===== src/rtl/nibble_link_tx.sv =====
module nibble_link_tx #(
  parameter int SW   = 16,
  parameter int DIVW = 8
) (
  input  logic              clk,
  input  logic              rst_n,
  input  logic              sample_strobe,
  input  logic [1:0]        word_mode,
  input  logic [DIVW-1:0]   clk_div,
  input  logic              rx_ready,
  input  logic [8*SW-1:0]   sample_bus,
  output logic              link_clk,
  output logic [3:0]        link_data,
  output logic              overrun
);
  localparam int WW  = 2*SW;
  localparam int NIB = WW/4;
  localparam int NB  = $clog2(NIB);

  logic            active, hi;
  logic [DIVW-1:0] cnt;
  logic [NB-1:0]   nib;
  logic [1:0]      wleft;
  logic [4*WW-1:0] sh, ld;
  logic            phase_end, word_last;

  always_comb begin
    for (int i = 0; i < 4; i++) ld[(3-i)*WW +: WW] = sample_bus[i*WW +: WW];
  end

  assign phase_end = (cnt == clk_div);
  assign word_last = (nib == NB'(NIB-1));
  assign link_clk  = hi;
  assign link_data = active ? sh[4*WW-1 -: 4] : 4'h0;

  always_ff @(posedge clk) begin
    if (!rst_n) begin
      active  <= 1'b0;
      hi      <= 1'b0;
      cnt     <= '0;
      nib     <= '0;
      wleft   <= '0;
      sh      <= '0;
      overrun <= 1'b0;
    end else if (!active) begin
      if (sample_strobe && rx_ready) begin
        active <= 1'b1;
        hi     <= 1'b0;
        cnt    <= '0;
        nib    <= '0;
        sh     <= ld;
        case (word_mode)
          2'd1:    wleft <= 2'd1;
          2'd2:    wleft <= 2'd3;
          default: wleft <= 2'd0;
        endcase
      end
    end else begin
      if (sample_strobe) overrun <= 1'b1;
      if (!phase_end) begin
        cnt <= cnt + 1'b1;
      end else if (!hi) begin
        hi  <= 1'b1;
        cnt <= '0;
      end else if (!word_last) begin
        nib <= nib + 1'b1;
        hi  <= 1'b0;
        cnt <= '0;
        sh  <= sh << 4;
      end else if (wleft == 2'd0) begin
        active <= 1'b0;
        hi     <= 1'b0;
        cnt    <= '0;
      end else if (rx_ready) begin
        nib   <= '0;
        wleft <= wleft - 1'b1;
        hi    <= 1'b0;
        cnt   <= '0;
        sh    <= sh << 4;
      end
    end
  end

  assert_idle_refused_R1: assert property (@(posedge clk) disable iff (!rst_n)
    (!active && sample_strobe && !rx_ready) |=> (!link_clk && link_data == 4'h0));

  assert_data_steady_R3: assert property (@(posedge clk) disable iff (!rst_n)
    $rose(link_clk) |-> $stable(link_data));

  assert_boundary_hold_R5: assert property (@(posedge clk) disable iff (!rst_n)
    (active && hi && phase_end && word_last && wleft != 2'd0 && !rx_ready)
      |=> (link_clk && $stable(link_data)));

  assert_end_low_R6: assert property (@(posedge clk) disable iff (!rst_n)
    $fell(active) |-> (!link_clk && link_data == 4'h0));

  assert_overrun_sticky_R8: assert property (@(posedge clk) disable iff (!rst_n)
    overrun |=> overrun);

  assert_overrun_set_R8: assert property (@(posedge clk) disable iff (!rst_n)
    (active && sample_strobe) |=> overrun);
endmodule


===== config.mk =====
export PLATFORM = sky130hd
export DESIGN_NAME = nibble_link_tx
export DESIGN_NICKNAME = d
export VERILOG_FILES = /design/src/rtl/nibble_link_tx.sv
export SDC_FILE = /design/constraint.sdc
export NUM_CORES = 1
export LEC_CHECK = 0
export BUFFER_PORTS_ARGS = -buffer_cell sky130_fd_sc_hd__buf_2
export CAP_MARGIN = 20
export CORE_ASPECT_RATIO = 1.5
export CORE_MARGIN = 2
export CORE_UTILIZATION = 56
export DETAILED_ROUTE_END_ITERATION = 6
export GPL_ROUTABILITY_DRIVEN = 0
export PLACE_DENSITY = 0.81
export SYNTH_ARGS = -nofsm -noshare
export SYNTH_HDL_FRONTEND = slang
export SYNTH_SLANG_ARGS = --single-unit

===== constraint.sdc =====
create_clock -name clk -period 2.1 [get_ports clk]
set_input_delay 0 -clock clk [delete_from_list [all_inputs] [get_ports clk]]
set_output_delay 0 -clock clk [all_outputs]
set_load 0.02 [all_outputs]

**Yosys cells after proc, flatten, opt, wreduce, memory -nomap -nowiden**

Cells that the tools add are included.

- Register bits: 144
- Latch bits: 0
- RAM bits: 0
- ROM bits: 0
- Output and inout port bits: 6
- Word-level logic and storage cells: 73
- Memories: 0

- Add/sub/neg operators: 3
- Multiply operators: 0
- Div/mod/pow operators: 0
- Order comparisons: 0
- Equality and inequality tests: 12
- Shift-type cells: 0
- Muxes and demuxes: 43
- Bitwise gates (word level): 0
- Reductions and logical operators: 8

Operators by type and width:

| cell | number |
|---|---|
| 2-to-1 mux 128 bit | 7 |
| 2-to-1 mux 8 bit | 7 |
| 2-to-1 mux 3 bit | 7 |
| 2-to-1 mux 2 bit | 7 |
| 2-to-1 mux 1 bit | 13 |
| adder 8 x 1 -> 8 bit (second input constant) | 1 |
| equality test 8 bit | 1 |
| != test 2 x 1 -> 1 bit (second input constant) | 3 |
| != test 3 bit (second input constant) | 2 |
| != test 6 x 5 -> 1 bit (second input constant) | 1 |
| AND reduction 2 bit | 3 |
| AND reduction 6 bit | 1 |
| AND reduction 5 bit | 1 |
| 2-to-1 mux 4 bit | 1 |
| != test 2 bit (second input constant) | 2 |
| one-hot mux 2 bit (2 select lines) | 1 |
| adder 3 x 1 -> 3 bit (second input constant) | 1 |
| equality test 3 bit (second input constant) | 1 |
| equality test 2 x 1 -> 1 bit (second input constant) | 1 |
| equality test 2 bit (second input constant) | 1 |
| logical NOT 2 bit | 1 |
| nonzero test 2 bit | 1 |
| subtractor 2 x 1 -> 2 bit (second input constant) | 1 |
| logical AND 1 bit | 1 |

**Logic depth before layout (Yosys ltp)**

Gate-level depths: netlist (run 1).

- Depth after elaboration: 7
- Gate-level depth with buffers: 9
- Depth with buffers taken out: 7

**Worst setup path before layout (run 1)**

No wires, ideal clock.

- Path type: reg2reg
- Start point: register nib[0]
- End point: register sh[100]
- Setup time: 0.070 ns
- Arrival time: 1.743 ns
- Required time: 2.030 ns
- Setup slack: 0.287 ns
- Cell stages (with the launch flop): 9
- Buffers on the path: 2
- Cells stage by stage: dfxtp_1 > ha_1 > ha_1 > a31o_2 > and4b_1 > buf_2 > buf_2 > a22oi_1 > a21oi_1

- Word-level cells in the longest chain between the ends: 5

Ends and longest elaborated chain:

| item | RTL line | source |
|---|---|---|
| from (decl) | 22 | `logic [NB-1:0] nib;` |
| from (signal assigned) | 66 | `nib <= nib + 1'b1;` |
| equality test 3 bit * | 32 | `assign word_last = (nib == NB'(NIB-1));` |
| 2-to-1 mux 128 bit | 65 | `end else if (!word_last) begin` |
| 2-to-1 mux 128 bit | 62 | `end else if (!hi) begin` |
| 2-to-1 mux 128 bit | 60 | `if (!phase_end) begin` |
| 2-to-1 mux 128 bit | 45 | `end else if (!active) begin` |
| to (signal assigned) | 51 | `sh <= ld;` |
| to (signal assigned) | 69 | `sh <= sh << 4;` |
| to (signal assigned) | 79 | `sh <= sh << 4;` |
| to (decl) | 24 | `logic [4*WW-1:0] sh, ld;` |

Every way passes the cells marked *; elsewhere a longest branch is shown, timed or not. The select of a mux whose other input is x is not followed.
A chain may end at the register's enable or synchronous reset.

**Worst setup path after layout (run 1)**

- Start point: register cnt[3]
- End point: register sh[97]

- Word-level cells in the longest chain between the ends: 3

Ends and longest elaborated chain:

| item | RTL line | source |
|---|---|---|
| from (decl) | 21 | `logic [DIVW-1:0] cnt;` |
| from (signal assigned) | 61 | `cnt <= cnt + 1'b1;` |
| equality test 8 bit | 31 | `assign phase_end = (cnt == clk_div);` |
| != test 2 x 1 -> 1 bit (no source line) | - |  |
| AND reduction 5 bit (no source line) | - |  |

Every way passes these cells.

==> results.sh, run 1 <==
export IMPL_rrSetupSlack_ns=0.04
export IMPL_fillers=824
export IMPL_area_growth_pct=40.2
export IMPL_crit_path_start_kind="register"
export IMPL_p_leak_nw=4.06
export IMPL_numPortBuffers=147
export IMPL_ir_drop_v=0.000422
export IMPL_grt_max_degree=108
export IMPL_path_cells="xor2_1 > nor4_4 > buf_4 > a21oi_4 > buf_4 > buf_12 > o21ai_0 > a21oi_1"
export IMPL_place_ws_ns=0.0582
export IMPL_end_kind="register"
export IMPL_setup_ws_ns=0.0445
export IMPL_cts_tree="done"
export IMPL_endpoint="sh[97]"
export IMPL_antenna_found_initial=0
export IMPL_p_per_area_nw_per_um2=676
export IMPL_setup_viol=0
export IMPL_total_power_w=0.00719
export IMPL_nets=1237
export IMPL_firstDrtPassIters=6
export IMPL_dieWidth_um=99.1
export IMPL_maxCapViolCount=0
export IMPL_startpoint="cnt[3]"
export IMPL_crit_path_max_fanout=50
export IMPL_slew_violations=0
export IMPL_row_count=52
export IMPL_path_buf_inv=3
export IMPL_root_buffer="clkbuf_16"
export IMPL_syn_avg_cell_area_sq_um=9.00
export IMPL_cp_depth=8
export IMPL_hold_start="sample_bus[112]"
export IMPL_cts_buffers=17
export IMPL_cpPeakStageDelay_ns=0.36
export IMPL_slew_headroom_pct=60.6
export IMPL_finalClockSkew_ns=0.00923
export IMPL_synth_edf_count=0
export IMPL_period_needed_ns=2.06
export IMPL_r2r_start="cnt[3]"
export IMPL_slowest_stage="dfxtp_1"
export IMPL_grt_ovfl_total=0
export IMPL_cts_buffer_depth=2
export IMPL_synth_main_ff_cell="dfxtp_1"
export IMPL_htree_levels=4
export IMPL_grt_pass1_vias=7880
export IMPL_synth_area_sq_um=7590
export IMPL_cpLargestDelayFamily="buffers and inverters"
export IMPL_synth_top_area_cell="dfxtp_1"
export IMPL_fin_tns_setup_ns=0
export IMPL_crit_top_cell="buf_4"
export IMPL_hpwl_um=12100
export IMPL_ys_async_sr_fraction_pct=0
export IMPL_synth_fp_nets=991
export IMPL_clock_latency_ns=0.41
export IMPL_post_route_cell_area_sq_um=10600
export IMPL_worstPathArrival_ns=2.34
export IMPL_r2r_cells=8
export IMPL_grt_usage_pct=31.7
export IMPL_ant_nets=0
export IMPL_routed_wl_um=25600
export IMPL_r2r_end="sh[97]"
export IMPL_io_pin_count=148
export IMPL_crit_type="reg -> reg"
export IMPL_timing_fmax_ghz=0.486
export IMPL_period_share_pct=97.9
export IMPL_diodes=0
export IMPL_status="complete, no violations"
export IMPL_design_die_area_sq_um=14500
export IMPL_place_inst=1089
export IMPL_placed_area_sq_um=8510
export IMPL_layout_commonest_cell="buf_2"
export IMPL_clkSinkCount=144
export IMPL_finalNonFillerCells=1265
export IMPL_final_cell_mix="buf_2 (147), dfxtp_1 (143), dlygate4sd3_1 (129), a21oi_1 (127), mux2_2 (125)"
export IMPL_grt_pass1_wl_um=38100
export IMPL_synth_top_cells_by_area="dfxtp_1 (38%), mux2_2 (19%), a22oi_1 (12%), a21oi_1 (8.6%), o21ai_0 (8.2%)"
export IMPL_synth_seq_area_share_pct=38.0
export IMPL_path_clk_slew_ns=0.06
export IMPL_tightest_slew_ns=0.589
export IMPL_synth_seq_cells=144
export IMPL_synthCells=844
export IMPL_synthDistinctLibCells=41
export IMPL_drtIter0Drc=592
export IMPL_die_y_um=147
export IMPL_start_util_pct=56.6
export IMPL_ys_warn_count=0
export IMPL_via_per_inst=6.49
export IMPL_cp_required_ns=2.39
export IMPL_drc_errors=0
export IMPL_hold_path_class="in -> reg"
export IMPL_drive_above_1_share_pct=32.5
export IMPL_yosys_area_top_type_share_pct=38.0
export IMPL_avgRoutedWirePerCell_um=20.2
export IMPL_coreArea_sq_um=13400
export IMPL_vias=8210
export IMPL_hold_violations=0
-- worst min path at each step --
stage | to | slack (ns) | cells past startpoint
2_1_floorplan | sh[0] | 0.14 | 2
3_3_place_gp | sh[1] | 0.23 | 3
3_5_place_dp | sh[3] | 0.24 | 3
4_1_cts | sh[16] | 0.01 | 3
5_1_grt | sh[16] | 0.02 | 3
6_report | sh[16] | 0.01 | 3
-- metal layers --
layer  track usage [%]  part of all wire (%)
met4              14.4                   4.6
met2              56.8                    53
met5                 0                     0
met1              35.7                    37
met3              6.22                   6.0
-- cell usage after synthesis (all sizes together), types with 3 or more instances --
cell	number
mux2	125
a22oi	124
clkbuf	63
nand3	9
ha	5
a2bb2oi	4
nand4	4
o21ai	125
dfxtp	144
a211o	6
xor2	6
and3	8
buf	24
a21oi	132
nor2	8
nor3	8
inv	5
and2	6
nand2	14
nor2b	3
-- flip-flops by register name, summed over array words and instances (netlist names) --
signal and cells:
wleft 2, cnt 8, overrun 1, link_clk 1, nib 3, active 1, sh 128
-- worst register-to-register path, stage by stage (launching register included) --
cell and delay, ns:
dfxtp_1 0.36, xor2_1 0.20, nor4_4 0.35, buf_4 0.21
a21oi_4 0.06, buf_4 0.14, buf_12 0.16, o21ai_0 0.32
a21oi_1 0.13
-- cell families (layout without fill, tap and decap cells) --
logic type | count (synthesis) | count (layout) | synth area share [%]
fa+ha+maj | 5 | 5 | 0.824
buf+inv | 92 | 351 | 5.11
mux | 127 | 127 | 18.8
compound gates | 402 | 402 | 31.7
simple gates | 66 | 66 | 4.70
xor+xnor | 8 | 8 | 0.923
flops | 144 | 144 | 38.0
-- area by class of cell --
cell class / count / area [sq um] / share of cell area [%]
Clock buffer: 20 / 457 / 4.29
Clock inverter: 12 / 130 / 1.22
Inverter: 5 / 21.3 / 0.200
Multi-Input combinational cell: 608 / 4370 / 41.1
Sequential cell: 144 / 2890 / 27.1
Tap cell: 162 / 203 / 1.90
Timing Repair Buffer: 314 / 2570 / 24.2
-- per-stage QoR --
stage | hold WS, ns | utilization (%)
final | 0.0119 | 79.4
after global routing | 0.0177 | 79.4
after CTS | 0.0118 | 77.5
after detailed placement | 0.239 | 63.5
after global placement | 0.228 | 63.5
after floorplan | 0.143 | -
-- repair_timing --
item                                   in CTS  in global routing
endpoints found under the hold margin     132                  0
resized for setup                           0                 17
buffers inserted                            0                 10
hold buffers                              129                  0
setup endpoints to repair                   0                121
-- where the power goes --
part,leakage (nW),switching [W],internal [W]
combinational,2.60,0.000580,0.000643
sequential,1.18,0.0000762,0.00286
clock,0.287,0.00122,0.00182
(Power assumes the default switching activity.)
==> inputs of run 2 (changes only) <==
--- a/config.mk
+++ b/config.mk
@@ -13,6 +13,8 @@
 export DETAILED_ROUTE_END_ITERATION = 6
 export GPL_ROUTABILITY_DRIVEN = 0
 export PLACE_DENSITY = 0.81
+export SETUP_SLACK_MARGIN = 0.05
+export SKIP_LAST_GASP = 1
 export SYNTH_ARGS = -nofsm -noshare
 export SYNTH_HDL_FRONTEND = slang
 export SYNTH_SLANG_ARGS = --single-unit
==> results.sh, run 2 (same netlist as run 1, synthesis figures left out) <==
export IMPL_slew_violations=0
export IMPL_tightest_slew_ns=0.592
export IMPL_r2r_cells=8
export IMPL_firstDrtPassIters=5
export IMPL_area_growth_pct=40.3
export IMPL_routed_wl_um=25300
export IMPL_grt_ovfl_total=0
export IMPL_coreArea_sq_um=13400
export IMPL_finalClockSkew_ns=0.0127
export IMPL_cts_buffer_depth=2
export IMPL_r2r_end="sh[16]"
export IMPL_maxCapViolCount=0
export IMPL_largest_reg_flops=128
export IMPL_layout_area_seq_sq_um=2890
export IMPL_io_pin_count=148
export IMPL_whs_endpoint="sh[16]"
export IMPL_post_route_cell_area_sq_um=10700
export IMPL_hold_path_class="in -> reg"
export IMPL_final_cell_mix="buf_2 (147), dfxtp_1 (139), dlygate4sd3_1 (129), a21oi_1 (126), mux2_2 (125)"
export IMPL_cp_required_ns=2.42
export IMPL_period_share_pct=97.6
export IMPL_status="complete, no violations"
export IMPL_whs_path_depth=3
export IMPL_start_util_pct=56.6
export IMPL_p_per_area_nw_per_um2=675
export IMPL_fillers=822
export IMPL_grt_max_degree=108
export IMPL_antenna_found_initial=0
export IMPL_period_needed_ns=2.05
export IMPL_ir_drop_v=0.000421
export IMPL_die_y_um=147
export IMPL_drive_above_1_share_pct=33.0
export IMPL_crit_type="reg -> reg"
export IMPL_layout_commonest_cell="buf_2"
export IMPL_row_count=52
export IMPL_setup_viol=0
export IMPL_htree_levels=4
export IMPL_drtIter0Drc=626
export IMPL_via_per_inst=6.47
export IMPL_cts_buffers=17
export IMPL_dieWidth_um=99.1
export IMPL_hold_start="sample_bus[112]"
export IMPL_diodes=0
export IMPL_end_kind="register"
export IMPL_rrSetupSlack_ns=0.05
export IMPL_timing_fmax_ghz=0.488
export IMPL_reg_top3="sh: 128 flops, cnt: 8 flops, nib: 3 flops"
export IMPL_top_register="sh"
export IMPL_worstPathArrival_ns=2.37
export IMPL_place_inst=1089
export IMPL_path_clk_slew_ns=0.06
export IMPL_ant_nets=0
export IMPL_finalNonFillerCells=1266
export IMPL_hpwl_um=12100
export IMPL_numPortBuffers=147
export IMPL_crit_path_max_fanout=17
export IMPL_clock_latency_ns=0.42
export IMPL_cts_tree="done"
export IMPL_design_die_area_sq_um=14500
export IMPL_rsz0062_at_grt="yes"
export IMPL_vias=8187
export IMPL_slew_headroom_pct=60.3
export IMPL_grt_usage_pct=31.7
export IMPL_grt_pass1_wl_um=38100
export IMPL_clkSinkCount=144
export IMPL_grt_pass1_vias=7893
export IMPL_nets=1238
export IMPL_multiInputGateArea_sq_um=4390
export IMPL_placed_area_sq_um=8510
export IMPL_r2r_start="nib[0]"
export IMPL_avgRoutedWirePerCell_um=19.9
export IMPL_crit_path_start_kind="register"
export IMPL_p_leak_nw=4.06
export IMPL_root_buffer="clkbuf_16"
export IMPL_hold_violations=0
export IMPL_drc_errors=0
[run 2: cell types whose count changed in the layout (fill, tap and decap cells not counted), sizes merged]
cell	delta
buf	+1
[run 2: worst max-delay path, cell delays in order, from the launching register on]
cell,delay (ns)
dfxtp_2,0.33
ha_1,0.23
ha_4,0.18
a31o_2,0.24
and4b_4,0.38
buf_4,0.14
buf_12,0.14
a22oi_1,0.10
a21oi_1,0.21
[run 2: per-stage QoR]
stage	worst slack, ns	power [W]	hold slack, ns	util, %	setup TNS (ns)
2_1_floorplan	0.287	0.00359	0.143	-	0
3_3_place_gp	0.107	0.00392	0.228	63.5	0
3_5_place_dp	0.0582	0.00393	0.239	63.5	0
4_1_cts	0.0373	0.00711	0.0118	77.5	0
5_1_grt	-0.00611	0.00743	0.0157	79.5	-0.00611
6_report	0.0511	0.00719	0.0259	79.5	0
[run 2: worst max-delay path by stage]
stage	from	end	slack, ns	cells past startpoint
global placement	cnt[2]	sh[126]	0.11	7
global route	wleft[0]	sh[15]	-0.006	9
detailed placement	nib[0]	sh[40]	0.06	7
CTS	wleft[0]	sh[16]	0.04	8
finish	nib[0]	sh[16]	0.05	8
floorplan	nib[0]	sh[100]	0.29	8
[run 2: timing repair]
item	in CTS	in global routing
buffers inserted	0	11
gates cloned	0	5
gates resized for setup	1	23
hold endpoints to repair	132	0
pin swaps	0	9
setup endpoints to repair	22	129
hold buffers	129	0
[run 2: per-layer routing]
layer  share of wire (%)  up-vias  routed length (um)  GRT usage [%]
met4                 4.2        0                1060           14.6
met2                  53      421               13300           56.9
met5                   0        -                   0              0
met3                 5.9      103                1490           6.27
li1                    -     3707                   -              -
met1                  37     3956                9400           35.6
[run 2: power by group]
group	switching (W)	total [W]	internal (W)
logic	0.000578	0.00122	0.000643
clock network	0.00122	0.00304	0.00182
registers	0.0000749	0.00293	0.00286
[run 2: final cells by class]
cell class / count / area share, %
clock buffer: 20 / 4.29
clock inverter: 12 / 1.22
inverter: 5 / 0.200
multi-input combinational: 608 / 41.2
sequential: 144 / 27.1
tap: 162 / 1.90
timing repair buffer: 315 / 24.1
==> inputs of run 3 (changes only) <==
--- a/config.mk
+++ b/config.mk
@@ -5,6 +5,7 @@
 export SDC_FILE = /design/constraint.sdc
 export NUM_CORES = 1
 export LEC_CHECK = 0
+export ABC_AREA = 1
 export BUFFER_PORTS_ARGS = -buffer_cell sky130_fd_sc_hd__buf_2
 export CAP_MARGIN = 20
 export CORE_ASPECT_RATIO = 1.5
==> results.sh, run 3 <==
export IMPL_cpPeakStageDelay_ns=0.33
export IMPL_cts_buffer_depth=2
export IMPL_die_y_um=145
export IMPL_period_share_pct=91.0
export IMPL_dieWidth_um=98.2
export IMPL_vias=8122
export IMPL_rsz0062_at_grt="no"
export IMPL_routed_wl_um=20600
export IMPL_post_route_cell_area_sq_um=10100
export IMPL_crit_path_max_fanout=51
export IMPL_dr_wl_met3_um=918
export IMPL_largest_reg_flops=128
export IMPL_synth_fp_nets=1410
export IMPL_layout_commonest_cell="nand2_1"
export IMPL_crit_path_start_kind="register"
export IMPL_cts_buffers=17
export IMPL_place_inst=1506
export IMPL_yosys_area_top_type_share_pct=38.7
export IMPL_fin_tns_setup_ns=0
export IMPL_grt_max_degree=126
export IMPL_synthDistinctLibCells=26
export IMPL_slew_violations=0
export IMPL_firstDrtPassIters=5
export IMPL_crit_type="reg -> reg"
export IMPL_nets=1636
export IMPL_violations="hold timing"
export IMPL_slowest_stage="dfxtp_1"
export IMPL_placed_area_sq_um=8220
export IMPL_finalClockSkew_ns=0.00988
export IMPL_grt_ovfl_total=0
export IMPL_p_leak_nw=5.43
export IMPL_clock_latency_ns=0.42
export IMPL_diodes=0
export IMPL_path_cells="inv_1 > ha_1 > nand2_1 > nand2_1 > a21oi_2 > nand3_4 > buf_12 > buf_12 > nor2_1 > nor2_1"
export IMPL_start_util_pct=57.3
export IMPL_area_growth_pct=35.8
export IMPL_synthTopCellsByCount="nand2_1 (447), nor2_1 (268), inv_1 (155)"
export IMPL_design_die_area_sq_um=14300
export IMPL_reg_top3="sh: 128 flops, cnt: 8 flops, nib: 3 flops"
export IMPL_drc_errors=0
export IMPL_synth_main_ff_cell="dfxtp_1"
export IMPL_clkSinkCount=144
export IMPL_timing_fmax_ghz=0.523
export IMPL_p_per_area_nw_per_um2=781
export IMPL_tightest_slew_ns=0.754
export IMPL_hpwl_um=10800
export IMPL_synth_edf_count=0
export IMPL_slew_headroom_pct=49.7
export IMPL_ys_warn_count=0
export IMPL_end_kind="register"
export IMPL_total_power_w=0.00791
export IMPL_wl_met2_um=10700
export IMPL_drt_met1_wl_um=8140
export IMPL_synth_top_area_cell="dfxtp_1"
export IMPL_final_cell_mix="nand2_1 (447), nor2_1 (268), inv_1 (155), buf_2 (146), dfxtp_1 (144)"
export IMPL_ys_async_sr_fraction_pct=0
export IMPL_cp_required_ns=2.40
export IMPL_drive_above_1_share_pct=13.4
export IMPL_maxCapViolCount=0
export IMPL_drtIter0Drc=385
export IMPL_path_clk_slew_ns=0.06
export IMPL_hold_violations=1
export IMPL_fillers=941
export IMPL_synthCells=1263
export IMPL_period_needed_ns=1.91
export IMPL_ant_nets=0
export IMPL_row_count=51
export IMPL_synth_top_cells_by_area="dfxtp_1 (39%), nand2_1 (22%), nor2_1 (13%), o21ai_0 (8.4%), inv_1 (7.8%)"
export IMPL_synth_most_common_cell="nand2_1"
export IMPL_root_buffer="clkbuf_16"
export IMPL_top_layer_used="met4"
export IMPL_avgRoutedWirePerCell_um=12.4
export IMPL_top_register="sh"
export IMPL_synth_seq_cells=144
export IMPL_synth_area_sq_um=7460
export IMPL_io_pin_count=148
export IMPL_hold_path_class="in -> reg"
export IMPL_numPortBuffers=147
export IMPL_status="complete, but fails checks"
export IMPL_finalNonFillerCells=1661
export IMPL_ir_drop_v=0.000553
export IMPL_grt_pass1_wl_um=33600
export IMPL_worstPathArrival_ns=2.21
export IMPL_grt_pass1_vias=7666
export IMPL_coreArea_sq_um=13000
export IMPL_syn_avg_cell_area_sq_um=5.91
export IMPL_setup_viol=0
export IMPL_hold_slack_ns=-0.00265
export IMPL_htree_levels=4
export IMPL_antenna_found_initial=0
export IMPL_grt_usage_pct=28.1
export IMPL_via_per_inst=4.89
export IMPL_cts_tree="done"
export IMPL_synth_seq_area_share_pct=38.7
[run 3: cell count changes after synthesis, moves of 7 or more]
cell,before,now
clkbuf_1,57,45
a21oi_1,131,15
and3_1,8,0
nor2_1,8,268
mux2_2,125,0
nor3_1,8,1
buf_4,2,10
a22oi_1,124,0
inv_1,4,155
nand2_1,14,447
[run 3: final timing paths]
path | from | endpoint | slack [ns] | depth (start not counted)
worst min register to register | sh[1] | sh[1] | 0.47 | 2
worst min-delay path | sample_bus[60] | sh[92] | -0.003 | 5
worst max register to register | wleft[0] | sh[20] | 0.19 | 10
worst max-delay path | wleft[0] | sh[20] | 0.19 | 10
[run 3: cell families (layout without fill, tap and decap cells)]
kind of cell               after synthesis  after routing  share of synthesized area [%]
AOI/OAI and AO/OA                      143            143                           9.81
xor gates and xnor gates                 4              4                          0.470
buffers and inverters                  231            470                           12.5
adders and majority gates                5              5                          0.839
and+or+nand+nor                        736            736                           37.7
DFF                                    144            144                           38.7
[run 3: final cells by class]
class | count | area, sq um | share of cell area, %
inverters | 158 | 598 | 5.91
clock buffers | 17 | 425 | 4.20
flip-flops and latches | 144 | 2880 | 28.5
repair buffers | 280 | 2160 | 21.4
multi-input cells | 888 | 3650 | 36.0
clock inverters | 15 | 209 | 2.06
well taps | 159 | 199 | 1.96
[run 3: stage by stage]
| stage | worst slack [ns] | utilization, % |
|---|---|---|
| floorplan | 0.537 | - |
| global placement | 0.255 | 63.1 |
| detailed placement | 0.160 | 63.1 |
| CTS | 0.101 | 77.3 |
| global route | 0.0790 | 77.8 |
| finish | 0.189 | 77.8 |
[run 3: what timing repair did]
item                                   in CTS  in global routing
buffers inserted                            0                  1
resized for setup                           0                  4
hold buffers                              121                  0
endpoints found under the hold margin     120                  0
setup endpoints to repair                   0                 39
[run 3: per-layer routing]
| metal | vias up | track usage [%] |
|---|---|---|
| li1 | 4207 | - |
| met1 | 3599 | 31.2 |
| met2 | 248 | 51.1 |
| met3 | 68 | 5.43 |
| met4 | 0 | 12.5 |
| met5 | - | 0 |
[run 3: worst max-delay path, delay by kind of cell, from the launching register on]
family | cells | cell delay [ns]
flip-flops | 1 | 0.33
AND/OR/NAND/NOR | 5 | 0.55
buffers and inverters | 3 | 0.41
adder cells (fa/ha/maj) | 1 | 0.23
AO/OA/AOI/OAI | 1 | 0.24
[run 3: report_power, final]
part / internal, W / leakage [nW] / switching (W)
registers: 0.00300 / 1.19 / 0.0000857
logic: 0.000666 / 3.95 / 0.000936
clock network: 0.00200 / 0.300 / 0.00122
